===== src/rtl/spi_nvmem_slave.sv =====
module spi_nvmem_slave #(
  parameter int          ADDR_BYTES = 2,
  parameter int          MEM_AW     = 10,
  parameter logic [71:0] ID_VAL     = 72'hA1_B2_C3_D4_E5_F6_07_18_29,
  parameter logic [63:0] SN_VAL     = 64'h01_23_45_67_89_AB_CD_EF
) (
  input  logic              clk,
  input  logic              rst_n,
  input  logic              sck,
  input  logic              cs_n,
  input  logic              si,
  input  logic              wp_n,
  input  logic              hold_n,
  output logic              so,
  output logic              so_oe,
  output logic [MEM_AW-1:0] mem_addr,
  output logic              mem_we,
  output logic [7:0]        mem_wdata,
  input  logic [7:0]        mem_rdata,
  output logic              sleep_o
);
  localparam bit         SMALL = (ADDR_BYTES == 1);
  localparam logic [1:0] ALAST = 2'(ADDR_BYTES - 1);

  typedef enum logic [2:0] {ST_CMD, ST_ADDR, ST_DUMMY, ST_WDATA, ST_WSTAT, ST_STREAM, ST_SKIP} st_t;
  typedef enum logic [1:0] {SRC_STAT, SRC_MEM, SRC_ID, SRC_SN} src_t;

  logic [4:0] s1, s2;
  logic       sck_p, cs_p;

  always_ff @(posedge clk or negedge rst_n)
    if (!rst_n) begin
      s1 <= 5'b10011; s2 <= 5'b10011; sck_p <= 1'b0; cs_p <= 1'b1;
    end else begin
      s1 <= {cs_n, sck, si, hold_n, wp_n}; s2 <= s1; sck_p <= s2[3]; cs_p <= s2[4];
    end

  logic cs_s, sck_s, si_s, hold_s, wp_s;
  assign {cs_s, sck_s, si_s, hold_s, wp_s} = s2;

  logic act, rise, fall, cs_up, cs_dn;
  assign act   = !cs_s && hold_s;
  assign rise  = act && sck_s && !sck_p;
  assign fall  = act && !sck_s && sck_p;
  assign cs_up = cs_s && !cs_p;
  assign cs_dn = !cs_s && cs_p;

  st_t               state;
  src_t              src;
  logic [6:0]        rx_sh;
  logic [2:0]        bit_cnt;
  logic [7:0]        tx_sh;
  logic              load_pend;
  logic [MEM_AW-1:0] addr_r;
  logic [1:0]        acnt;
  logic [15:0]       ashift;
  logic              fast, wr_mode;
  logic [3:0]        idx;
  logic              wel, wpen;
  logic [1:0]        ubits;
  logic              set_pend, clr_pend, slp_pend, sleep_r;
  logic              we_r;
  logic [7:0]        wdata_r;

  logic [7:0]        rx_byte;
  logic              byte_done;
  logic [7:0]        status_byte;
  logic [MEM_AW-1:0] addr_nxt;
  assign rx_byte     = {rx_sh, si_s};
  assign byte_done   = rise && (bit_cnt == 3'd7);
  assign status_byte = {wpen, 3'b000, ubits, wel, 1'b0};
  assign addr_nxt    = MEM_AW'({ashift, rx_byte});

  always_ff @(posedge clk or negedge rst_n)
    if (!rst_n) begin
      state <= ST_CMD; src <= SRC_STAT; rx_sh <= '0; bit_cnt <= '0; tx_sh <= '0;
      load_pend <= 1'b0; addr_r <= '0; acnt <= '0; ashift <= '0; fast <= 1'b0;
      wr_mode <= 1'b0; idx <= '0; wel <= 1'b0; wpen <= 1'b0; ubits <= '0;
      set_pend <= 1'b0; clr_pend <= 1'b0; slp_pend <= 1'b0; sleep_r <= 1'b0;
      we_r <= 1'b0; wdata_r <= '0;
    end else begin
      we_r <= 1'b0;
      if (we_r) addr_r <= addr_r + 1'b1;
      if (cs_up) begin
        state <= ST_CMD; bit_cnt <= '0; load_pend <= 1'b0;
        if (set_pend) wel <= 1'b1;
        else if (clr_pend) wel <= 1'b0;
        if (slp_pend) sleep_r <= 1'b1;
        set_pend <= 1'b0; clr_pend <= 1'b0; slp_pend <= 1'b0;
      end else if (cs_dn) begin
        sleep_r <= 1'b0;
      end
      if (rise) begin
        rx_sh   <= rx_byte[6:0];
        bit_cnt <= bit_cnt + 1'b1;
      end
      if (fall) begin
        if (load_pend) begin
          load_pend <= 1'b0;
          case (src)
            SRC_STAT: tx_sh <= status_byte;
            SRC_MEM: begin tx_sh <= mem_rdata; addr_r <= addr_r + 1'b1; end
            SRC_ID: begin
              tx_sh <= 8'((ID_VAL << {idx, 3'b000}) >> 64);
              if (idx != 4'hF) idx <= idx + 1'b1;
            end
            default: begin
              tx_sh <= 8'((SN_VAL << {idx, 3'b000}) >> 56);
              if (idx != 4'hF) idx <= idx + 1'b1;
            end
          endcase
        end else begin
          tx_sh <= {tx_sh[6:0], 1'b0};
        end
      end
      if (byte_done) begin
        case (state)
          ST_CMD: begin
            fast <= 1'b0; wr_mode <= 1'b0; acnt <= '0; idx <= '0; ashift <= '0;
            state <= ST_SKIP;
            if (SMALL && rx_byte[7:4] == 4'h0 && rx_byte[2:1] == 2'b01) begin
              ashift <= {15'd0, rx_byte[3]};
              if (rx_byte[0]) state <= ST_ADDR;
              else if (wel) begin state <= ST_ADDR; wr_mode <= 1'b1; clr_pend <= 1'b1; end
            end else begin
              case (rx_byte)
                8'h06: set_pend <= 1'b1;
                8'h04: clr_pend <= 1'b1;
                8'h05: begin state <= ST_STREAM; src <= SRC_STAT; load_pend <= 1'b1; end
                8'h01: if (wel) begin state <= ST_WSTAT; clr_pend <= 1'b1; end
                8'h03: state <= ST_ADDR;
                8'h0B: begin state <= ST_ADDR; fast <= 1'b1; end
                8'h02: if (wel) begin state <= ST_ADDR; wr_mode <= 1'b1; clr_pend <= 1'b1; end
                8'hB9: if (wel) begin slp_pend <= 1'b1; clr_pend <= 1'b1; end
                8'h9F: begin state <= ST_STREAM; src <= SRC_ID; load_pend <= 1'b1; end
                8'hC3: begin state <= ST_STREAM; src <= SRC_SN; load_pend <= 1'b1; end
                default: ;
              endcase
            end
          end
          ST_ADDR: begin
            ashift <= {ashift[7:0], rx_byte};
            acnt   <= acnt + 1'b1;
            if (acnt == ALAST) begin
              addr_r <= addr_nxt;
              if (wr_mode) state <= ST_WDATA;
              else if (fast) state <= ST_DUMMY;
              else begin state <= ST_STREAM; src <= SRC_MEM; load_pend <= 1'b1; end
            end
          end
          ST_DUMMY: begin state <= ST_STREAM; src <= SRC_MEM; load_pend <= 1'b1; end
          ST_WDATA: begin we_r <= 1'b1; wdata_r <= rx_byte; end
          ST_WSTAT: begin
            if (!(wpen && !wp_s)) begin wpen <= rx_byte[7]; ubits <= rx_byte[3:2]; end
            state <= ST_SKIP;
          end
          ST_STREAM: load_pend <= 1'b1;
          default: ;
        endcase
      end
    end

  assign so        = tx_sh[7];
  assign so_oe     = !cs_s;
  assign mem_addr  = addr_r;
  assign mem_we    = we_r;
  assign mem_wdata = wdata_r;
  assign sleep_o   = sleep_r;


  tx_fall_only_chk: assert property (@(posedge clk) disable iff (!rst_n)
    !fall |=> $stable(tx_sh));

  wel_commit_chk: assert property (@(posedge clk) disable iff (!rst_n)
    !cs_up |=> $stable(wel));

  write_gate_chk: assert property (@(posedge clk) disable iff (!rst_n)
    mem_we |-> wel);

  status_lock_chk: assert property (@(posedge clk) disable iff (!rst_n)
    (wpen && !wp_s) |=> $stable(wpen) && $stable(ubits));

  hold_freeze_chk: assert property (@(posedge clk) disable iff (!rst_n)
    (!hold_s && !cs_s) |=> $stable(bit_cnt) && $stable(rx_sh));

  sleep_commit_chk: assert property (@(posedge clk) disable iff (!rst_n)
    $rose(sleep_o) |-> $past(cs_up));
endmodule


===== config.mk =====
export PLATFORM = sky130hd
export DESIGN_NAME = spi_nvmem_slave
export DESIGN_NICKNAME = d
export VERILOG_FILES = /design/src/rtl/spi_nvmem_slave.sv
export SDC_FILE = /design/constraint.sdc
export NUM_CORES = 1
export LEC_CHECK = 0
export CORE_ASPECT_RATIO = 1.25
export CORE_MARGIN = 2
export CORE_UTILIZATION = 35
export DETAILED_ROUTE_END_ITERATION = 10
export GPL_TIMING_DRIVEN = 0
export HOLD_SLACK_MARGIN = 0.1
export MAX_ROUTING_LAYER = met4
export PLACE_DENSITY_LB_ADDON = 0.15
export SLEW_MARGIN = 20
export SYNTH_ARGS = -nofsm -noshare
export SYNTH_HDL_FRONTEND = slang
export SYNTH_SLANG_ARGS = --single-unit

===== constraint.sdc =====
create_clock -name clk -period 2.3 [get_ports clk]
set_input_delay 0.46 -clock clk [delete_from_list [all_inputs] [get_ports clk]]
set_output_delay 0.46 -clock clk [all_outputs]
set_load 0.1 [all_outputs]

==> results of run 1 <==
worst reg2reg max path, cell delays in order (launching register included):
cell and delay (ns):
dfstp_2 0.54, nor4bb_2 0.28, buf_4 0.23, nand2_2 0.18, nor3_1 0.21, clkbuf_4 0.26
nor2_1 0.06, a31o_2 0.20
cells in the mapped netlist, types with 3 or more instances:
library cell  count
dfrtp_1          66
nand2_1          42
o21ai_0          30
mux2_2           19
nand3_1          18
inv_1            17
nor2_1           17
a21oi_1          15
ha_1             13
nor2b_1          11
clkbuf_1         10
dfstp_2           7
a31oi_1           6
buf_2             6
xor2_1            6
a221oi_1          5
and2_1            5
mux2i_1           5
nand4_1           5
xnor2_1           5
nand2b_1          4
o211ai_1          3
o21a_1            3
routing by layer:
layer  track usage  vias up
li1              -     1406
met1         0.220     1414
met2         0.263       52
met3        0.0348       17
met4        0.0795        0
met5             -        -
final timing paths:
kind	startpoint	to	slack [ns]
min in group asynchronous	rst_n	idx[1]	0.62
max in group asynchronous	rst_n	tx_sh[6]	1.11
hold reg to reg	s1[2]	s2[2]	0.35
setup reg to reg	s2[1]	wr_mode	0.23
hold / removal	s1[2]	s2[2]	0.35
setup / recovery	tx_sh[7]	so	0.04
through the flow:
stage	power, mW	TNS (ns)	instances	hold slack [ns]
final	3.35	0	551	0.346
after global routing	3.49	0	551	0.356
after CTS	3.40	0	551	0.347
after detailed placement	1.84	-0.556	534	0.336
after global placement	1.83	-128.82	533	0.335
after floorplan	1.70	0	365	0.164
state kept, by name (all words and copies together) (netlist names), 2 cells and up:
signal / count
src: 2
acnt: 2
ubits: 2
s2: 5
rx_sh: 7
s1: 5
idx: 4
state: 3
mem_addr: 10
bit_cnt: 3
tx_sh: 8
ashift: 2
mem_wdata: 8
repair_timing:
| action | 4_1_cts | 5_1_grt |
|---|---|---|
| pin swaps | 0 | 0 |
| endpoints found under the hold margin | 12 | 0 |
| gates resized for setup | 16 | 13 |
| hold buffers | 1 | 0 |
| setup endpoints to repair | 25 | 23 |
final cells by class:
type	instances	share of cell area
timing repair buffer	38	0.0840
tap	132	0.0357
buffer	18	0.0189
clock inverter	5	0.0167
clock buffer	11	0.0546
sequential	73	0.396
inverter	17	0.0138
multi-input combinational	257	0.380
kinds of logic (layout without fill, tap and decap cells):
family,after synthesis,count (layout)
compound gates,88,88
simple gates,121,121
flops,73,73
xor+xnor,11,11
mux,24,24
buf+inv,35,89
fa+ha+maj,13,13
placed cells by master (no fill, tap or decap), types with 3 or more instances in the layout:
cell type,n
mux2_2,19
inv_1,17
nor2_1,17
clkdlybuf4s50_1,15
mux2i_1,5
o21a_1,3
nand2b_1,4
a221oi_1,5
nand4_1,5
clkbuf_1,10
xnor2_1,5
dfrtp_1,66
ha_1,13
nand3_1,18
nand2_1,41
dlygate4sd2_1,13
a21oi_1,15
dfstp_2,7
a31oi_1,6
buf_2,4
dlymetal6s2s_1,7
xor2_1,6
and2_1,5
o21ai_0,30
o211ai_1,3
clkbuf_16,9
nor2b_1,11
power by group:
group          internal, mW  switching [mW]  total (mW)
logic                 0.154           0.242       0.397
registers              1.37          0.0546        1.42
clock network          1.00           0.528        1.53
==> key figures, run 1 <==
Run status
  • Status: finished, final reports clean

Logic synthesis
  • Post-synthesis adder-cell area fraction: 0.0439
  • Mux cell area share after synthesis: 0.0712
  • Yosys reg bits: 73
  • Number of flops mapped to enable cells by yosys: 0
  • Register area share after synthesis: 0.495
  • Cell Area, Synth: 3710 sq um
  • Gate Count Post-Synth: 365
  • Synth Net Count: 393
  • Syn Area/Cell: 10.2 sq um
  • Synth Area in Simple Gates: 0.167
  • Synth top area cells: dfrtp_1 (45%), mux2_2 (5.8%), dfstp_2 (5.0%)
  • Share of the synthesized area in the top cell type: 0.445
  • Top FF cell, synth: dfrtp_1
  • Synth Area in XOR/XNOR: 0.0260
  • Largest family of logic cells by synthesized area: simple AND/OR/NAND/NOR gates
  • Ys Warns: 0
  • Post-synth top area cell: dfrtp_1
  • Synth Area in Compound Gates: 0.158
  • Distinct cells, synth: 56
  • Async SR Flop Fraction: 1.00

CTS
  • Inserted Clock Buffers: 9
  • Clock latency on the worst-skew pair: 0.34 ns
  • Post-CTS setup buffers: 0
  • Clock sink count: 73
  • H-tree levels: 3
  • Clk buf depth: 2
  • Clk slew on worst S/H paths: 0.06 ns
  • CTS tree: yes
  • Root buffer cell: clkbuf_16

Finish
  • Final Util: 0.443
  • Finished Cell Area: 4630 sq um
  • # nets final: 442
  • Layout area overhead: 24.9%
  • N_diodes: 0
  • Register area: 1840 sq um
  • Layout cells sized above 1: 0.155
  • # fillers: 1014
  • Area of the multi-input gates: 1760 sq um

Route
  • Drt total wl: 8.71 mm
  • DR WL/cell: 15.8 um
  • Drt pass-1 iters: 4
  • WL met3: 281 um
  • Routed Antenna Nets: 0
  • Met2 WL: 4.41 mm
  • Drt first-iter violations: 173
  • Vias: 2889
  • Met1 WL: 3.82 mm
  • DRC: 0
  • Highest Signal Layer: met4
  • Via-to-Cell Ratio: 5.24

Run
  • Max cap viols: 0

Setup path
  • Worst-path maximum fanout: 2
  • Max stage delay on crit path: 1.13 ns
  • Required time of the critical path: 1.84 ns
  • Worst Setup Start Kind: flip-flop
  • CP arrival: 1.80 ns
  • Crit path kind: reg2out
  • Endpoint class of the critical path: output pin
  • Crit path depth: 1
  • R2R depth: 7
  • Crit path max-delay cell type: clkdlybuf4s50_1
  • Critical-path cell list: clkdlybuf4s50_1
  • Top Family by Delay on Critical Path: buffers and inverters
  • WP buf/inv: 1

Timing
  • Final number of setup-violating endpoints: 0
  • Clk_skew: 0.00766 ns
  • Period utilisation layout: 0.985
  • Final WS setup: 0.0351 ns
  • Final min period: 2.26 ns
  • RSZ-0062 raised after global routing: no
  • Worst slew pin tran: 0.973 ns
  • Relative slew margins: 0.350
  • Final hold vios: 0
  • Max Fclk: 0.442 GHz
  • Final Max Tran Viols: 0

Place
  • Pre-CTS setup slack: -0.0695 ns
  • Hpwl dp: 6.27 mm
  • IO Port Bufs: 36
  • Placed standard-cell area: 4250 sq um
  • GP Congestion: 0.863

Global route
  • Remaining global-route overflow: 0
  • First-pass GRT wire length: 14.8 mm
  • Initial antenna violation count: 0
  • Vias in the first global route: 2872
  • Largest net degree at the start of global routing: 39
  • Total GRT Usage: 0.173

Die
  • Initial core utilization: 0.355
  • IO Count: 37
  • Die Wd: 96.1 um
  • Die area: 11400 sq um
  • # rows: 42
  • Core area: 10500 sq um
  • Die span in y: 119 um

Hold path
  • Min-Delay Path Class: reg2reg
  • Worst Hold Depth: 0

Power and ir drop
  • Power per Cell Area: 723 nW/um^2
  • Static leakage power: 2.22 nW
  • Peak supply drop: 0.356 mV
No activity file was read; power rests on OpenSTA's default activity.
==> inputs of run 2 (changes only) <==
--- a/config.mk
+++ b/config.mk
@@ -6,13 +6,13 @@
 export NUM_CORES = 1
 export LEC_CHECK = 0
 export CORE_ASPECT_RATIO = 1.25
-export CORE_MARGIN = 2
 export CORE_UTILIZATION = 35
 export DETAILED_ROUTE_END_ITERATION = 10
 export GPL_TIMING_DRIVEN = 0
 export HOLD_SLACK_MARGIN = 0.1
 export MAX_ROUTING_LAYER = met4
 export PLACE_DENSITY_LB_ADDON = 0.15
+export SKIP_LAST_GASP = 1
 export SLEW_MARGIN = 20
 export SYNTH_ARGS = -nofsm -noshare
 export SYNTH_HDL_FRONTEND = slang
==> run 2 against run 1 <==
Setup slack got worse by 0.0011 ns. Clock-buffer cell count grew 1. Utilization grew 0.57 points. Die area down 3.7%. Flip-flop and latch count unchanged. Clock skew shrank 0.0018 ns. Power fell by 2.6%. Combinational power about the same. Maximum frequency about the same. Critical path depth is the same. Routed wire length shrank 3.1%. Sequential share of layout area grew 0.45 points. Critical endpoint is now mem_wdata[5]. Largest cell class unchanged. Largest power group unchanged.
==> key figures, run 2 (same netlist as run 1, synthesis figures left out) <==
Route
  • Drt pass-1 iters: 4 (unchanged)
  • Routed Antenna Nets: 0 (unchanged)
  • DR WL/cell: 15.4 um (-2.4%)
  • Drt total wl: 8.44 mm (-3.1%)
  • Via-to-Cell Ratio: 5.23 (-0.28%)
  • Vias: 2860 (-1.0%)
  • DRC: 0 (unchanged)
  • Drt first-iter violations: 142 (-18%)

Timing
  • Clk_skew: 0.00588 ns (-0.00178 ns)
  • Final min period: 2.27 ns (+0.00109 ns)
  • Final number of setup-violating endpoints: 0 (unchanged)
  • Max Fclk: 0.441 GHz (about the same)
  • Period utilisation layout: 0.985 (about the same)
  • Relative slew margins: 0.356 (+0.00564)
  • Final hold vios: 0 (unchanged)
  • Worst slew pin tran: 0.965 ns (-0.00845 ns)
  • Setup total negative slack: 0 ns (unchanged)
  • RSZ-0062 raised after global routing: no
  • Final Max Tran Viols: 0 (unchanged)

Setup path
  • Max stage delay on crit path: 1.13 ns (about the same)
  • CP arrival: 1.81 ns (about the same)
  • Crit path kind: reg2out
  • Crit path depth: 1 (unchanged)
  • R2R depth: 7 (unchanged)
  • Worst-path maximum fanout: 2 (unchanged)
  • Critical-path cell list: clkdlybuf4s50_1
  • Worst Setup Start Kind: flip-flop
  • Crit path max-delay cell type: clkdlybuf4s50_1
  • Required time of the critical path: 1.84 ns (about the same)
  • Endpoint class of the critical path: output pin
  • WP buf/inv: 1 (unchanged)
  • Top Family by Delay on Critical Path: buffers and inverters

Power and ir drop
  • Peak supply drop: 0.335 mV (-5.7%)
  • Internal power: 2.44 mW (-3.2%)
  • Static leakage power: 2.12 nW (-4.5%)
  • Switching share of power: 0.251 (+0.00472)
  • Power per Cell Area: 713 nW/um^2 (-1.5%)
  • Sw Pwr: 0.819 mW (-0.74%)
  • Clock power share: 0.443 (-0.014)
  • Overall Power: 3.26 mW (-2.6%)
  • Gate power share: 0.123 (+0.005)
  • Reg power frac: 0.434 (+0.010)

Finish
  • # fillers: 982 (-3.2%)
  • Cell Count, Final, Fillers Out: 547 (-0.73%)
  • Layout cells sized above 1: 0.153 (-0.00202)
  • Max FFs per register: 10 (unchanged)
  • Finished Cell Area: 4580 sq um (-1.1%)
  • Most common cell after layout, fill and taps aside: dfrtp_1
  • Layout area overhead: 23.5%
  • Commonest non-fill, non-tap cells in the layout: dfrtp_1 (66), nand2_1 (41), o21ai_0 (30)
  • # nets final: 441 (-0.23%)
  • Final Util: 0.449 (+0.00565)
  • N_diodes: 0 (unchanged)

Die
  • Core area: 10200 sq um (-2.4%)
  • Die Wd: 94.1 um (-2.1%)
  • Die area: 11000 sq um (-3.7%)
  • # rows: 41 (-2.4%)
  • Initial core utilization: 0.363 (+0.00865)
  • Die span in y: 117 um (-1.7%)
  • IO Count: 37 (unchanged)

CTS
  • H-tree levels: 3 (unchanged)
  • CTS tree: yes
  • Inserted Clock Buffers: 9 (unchanged)
  • Clock sink count: 73 (unchanged)
  • Hold-fix buffers, CTS: 0 (-1)
  • Clock latency on the worst-skew pair: 0.33 ns (about the same)
  • Root buffer cell: clkbuf_16
  • Clk slew on worst S/H paths: 0.06 ns (about the same)
  • Clk buf depth: 2 (unchanged)

Global route
  • First-pass GRT wire length: 14.0 mm (-5.0%)
  • Vias in the first global route: 2822 (-1.7%)
  • Initial antenna violation count: 0 (unchanged)
  • Remaining global-route overflow: 0 (unchanged)
  • Largest net degree at the start of global routing: 38 (-2.6%)
  • Total GRT Usage: 0.173 (+0.000460)

Place
  • GP Congestion: 0.892 (+3.4%)
  • IO Port Bufs: 36 (unchanged)
  • Placed standard-cell area: 4250 sq um (about the same)
  • Inst Count DP: 531 (-0.56%)
  • Hpwl dp: 6.18 mm (-1.4%)

Run status
  • Status: finished, final reports clean

Hold path
  • Min-Delay Path Class: in2async

Run
  • Max cap viols: 0 (unchanged)
==> run 2: cell count changes in the layout (fill, tap and decap cells not counted), sizes merged <==
cell | before | now
clkinvlp | 1 | 2
clkinv | 2 | 1
bufinv | 2 | 1
dlygate4sd3 | 1 | 0
dlymetal6s2s | 7 | 3
clkbuf | 22 | 24
clkdlybuf4s50 | 15 | 19
buf | 9 | 8
==> run 2: worst reg2reg max path, delay by kind of cell (launching register included) <==
family          cells  cell delay, ns
simple gates        4            0.72
flops               1            0.54
buf+inv             2            0.53
compound gates      1            0.20
==> run 2: final timing paths <==
path / start / slack, ns / end
worst min-delay path: rst_n / 0.09 / idx[0]
worst min register to register: s1[2] / 0.35 / s2[2]
worst max-delay path: mem_wdata[5] / 0.03 / mem_wdata[5]
worst max register to register: s2[1] / 0.20 / wr_mode
min in group clk: s1[2] / 0.35 / s2[2]
max in group asynchronous: rst_n / 1.64 / tx_sh[0]
==> run 2: final cells by class <==
class / instances / area, sq um / area share
well taps: 129 / 161 / 0.0352
clock inverters: 4 / 50.0 / 0.0109
clock buffers: 12 / 267 / 0.0582
flip-flops and latches: 73 / 1840 / 0.401
multi-input cells: 257 / 1750 / 0.381
repair buffers: 37 / 369 / 0.0806
plain buffers: 18 / 87.6 / 0.0191
inverters: 17 / 63.8 / 0.0139
==> run 2: routing by layer <==
metal	vias to the layer above	GRT usage	part of all wire
met3	17	0.0233	0.024
met2	41	0.286	0.50
met1	1402	0.205	0.46
li1	1400	-	-
met4	0	0.0944	0.023
met5	-	-	0
==> run 2: metrics by stage <==
| step | hold WS [ns] | worst slack, ns |
|---|---|---|
| 2_1_floorplan | 0.164 | 0.248 |
| 6_report | 0.0899 | 0.0340 |
| 3_3_place_gp | 0.334 | -1.85 |
| 3_5_place_dp | 0.335 | -0.0568 |
| 5_1_grt | 0.128 | 0.000218 |
| 4_1_cts | 0.102 | 0.00897 |
==> run 2: repair_timing <==
action	4_1_cts	5_1_grt
setup endpoints to repair	21	32
cloned	0	0
resized for setup	14	8
pin swaps	0	0
setup buffers	0	0
==> run 2: power by group through the flow <==
stage | registers, mW | clock network [mW] | logic [mW]
2_1_floorplan | 1.46 | 0 | 0.233
3_3_place_gp | 1.44 | 0 | 0.392
3_5_place_dp | 1.44 | 0 | 0.401
4_1_cts | 1.42 | 1.49 | 0.402
5_1_grt | 1.43 | 1.53 | 0.436
6_report | 1.42 | 1.44 | 0.400
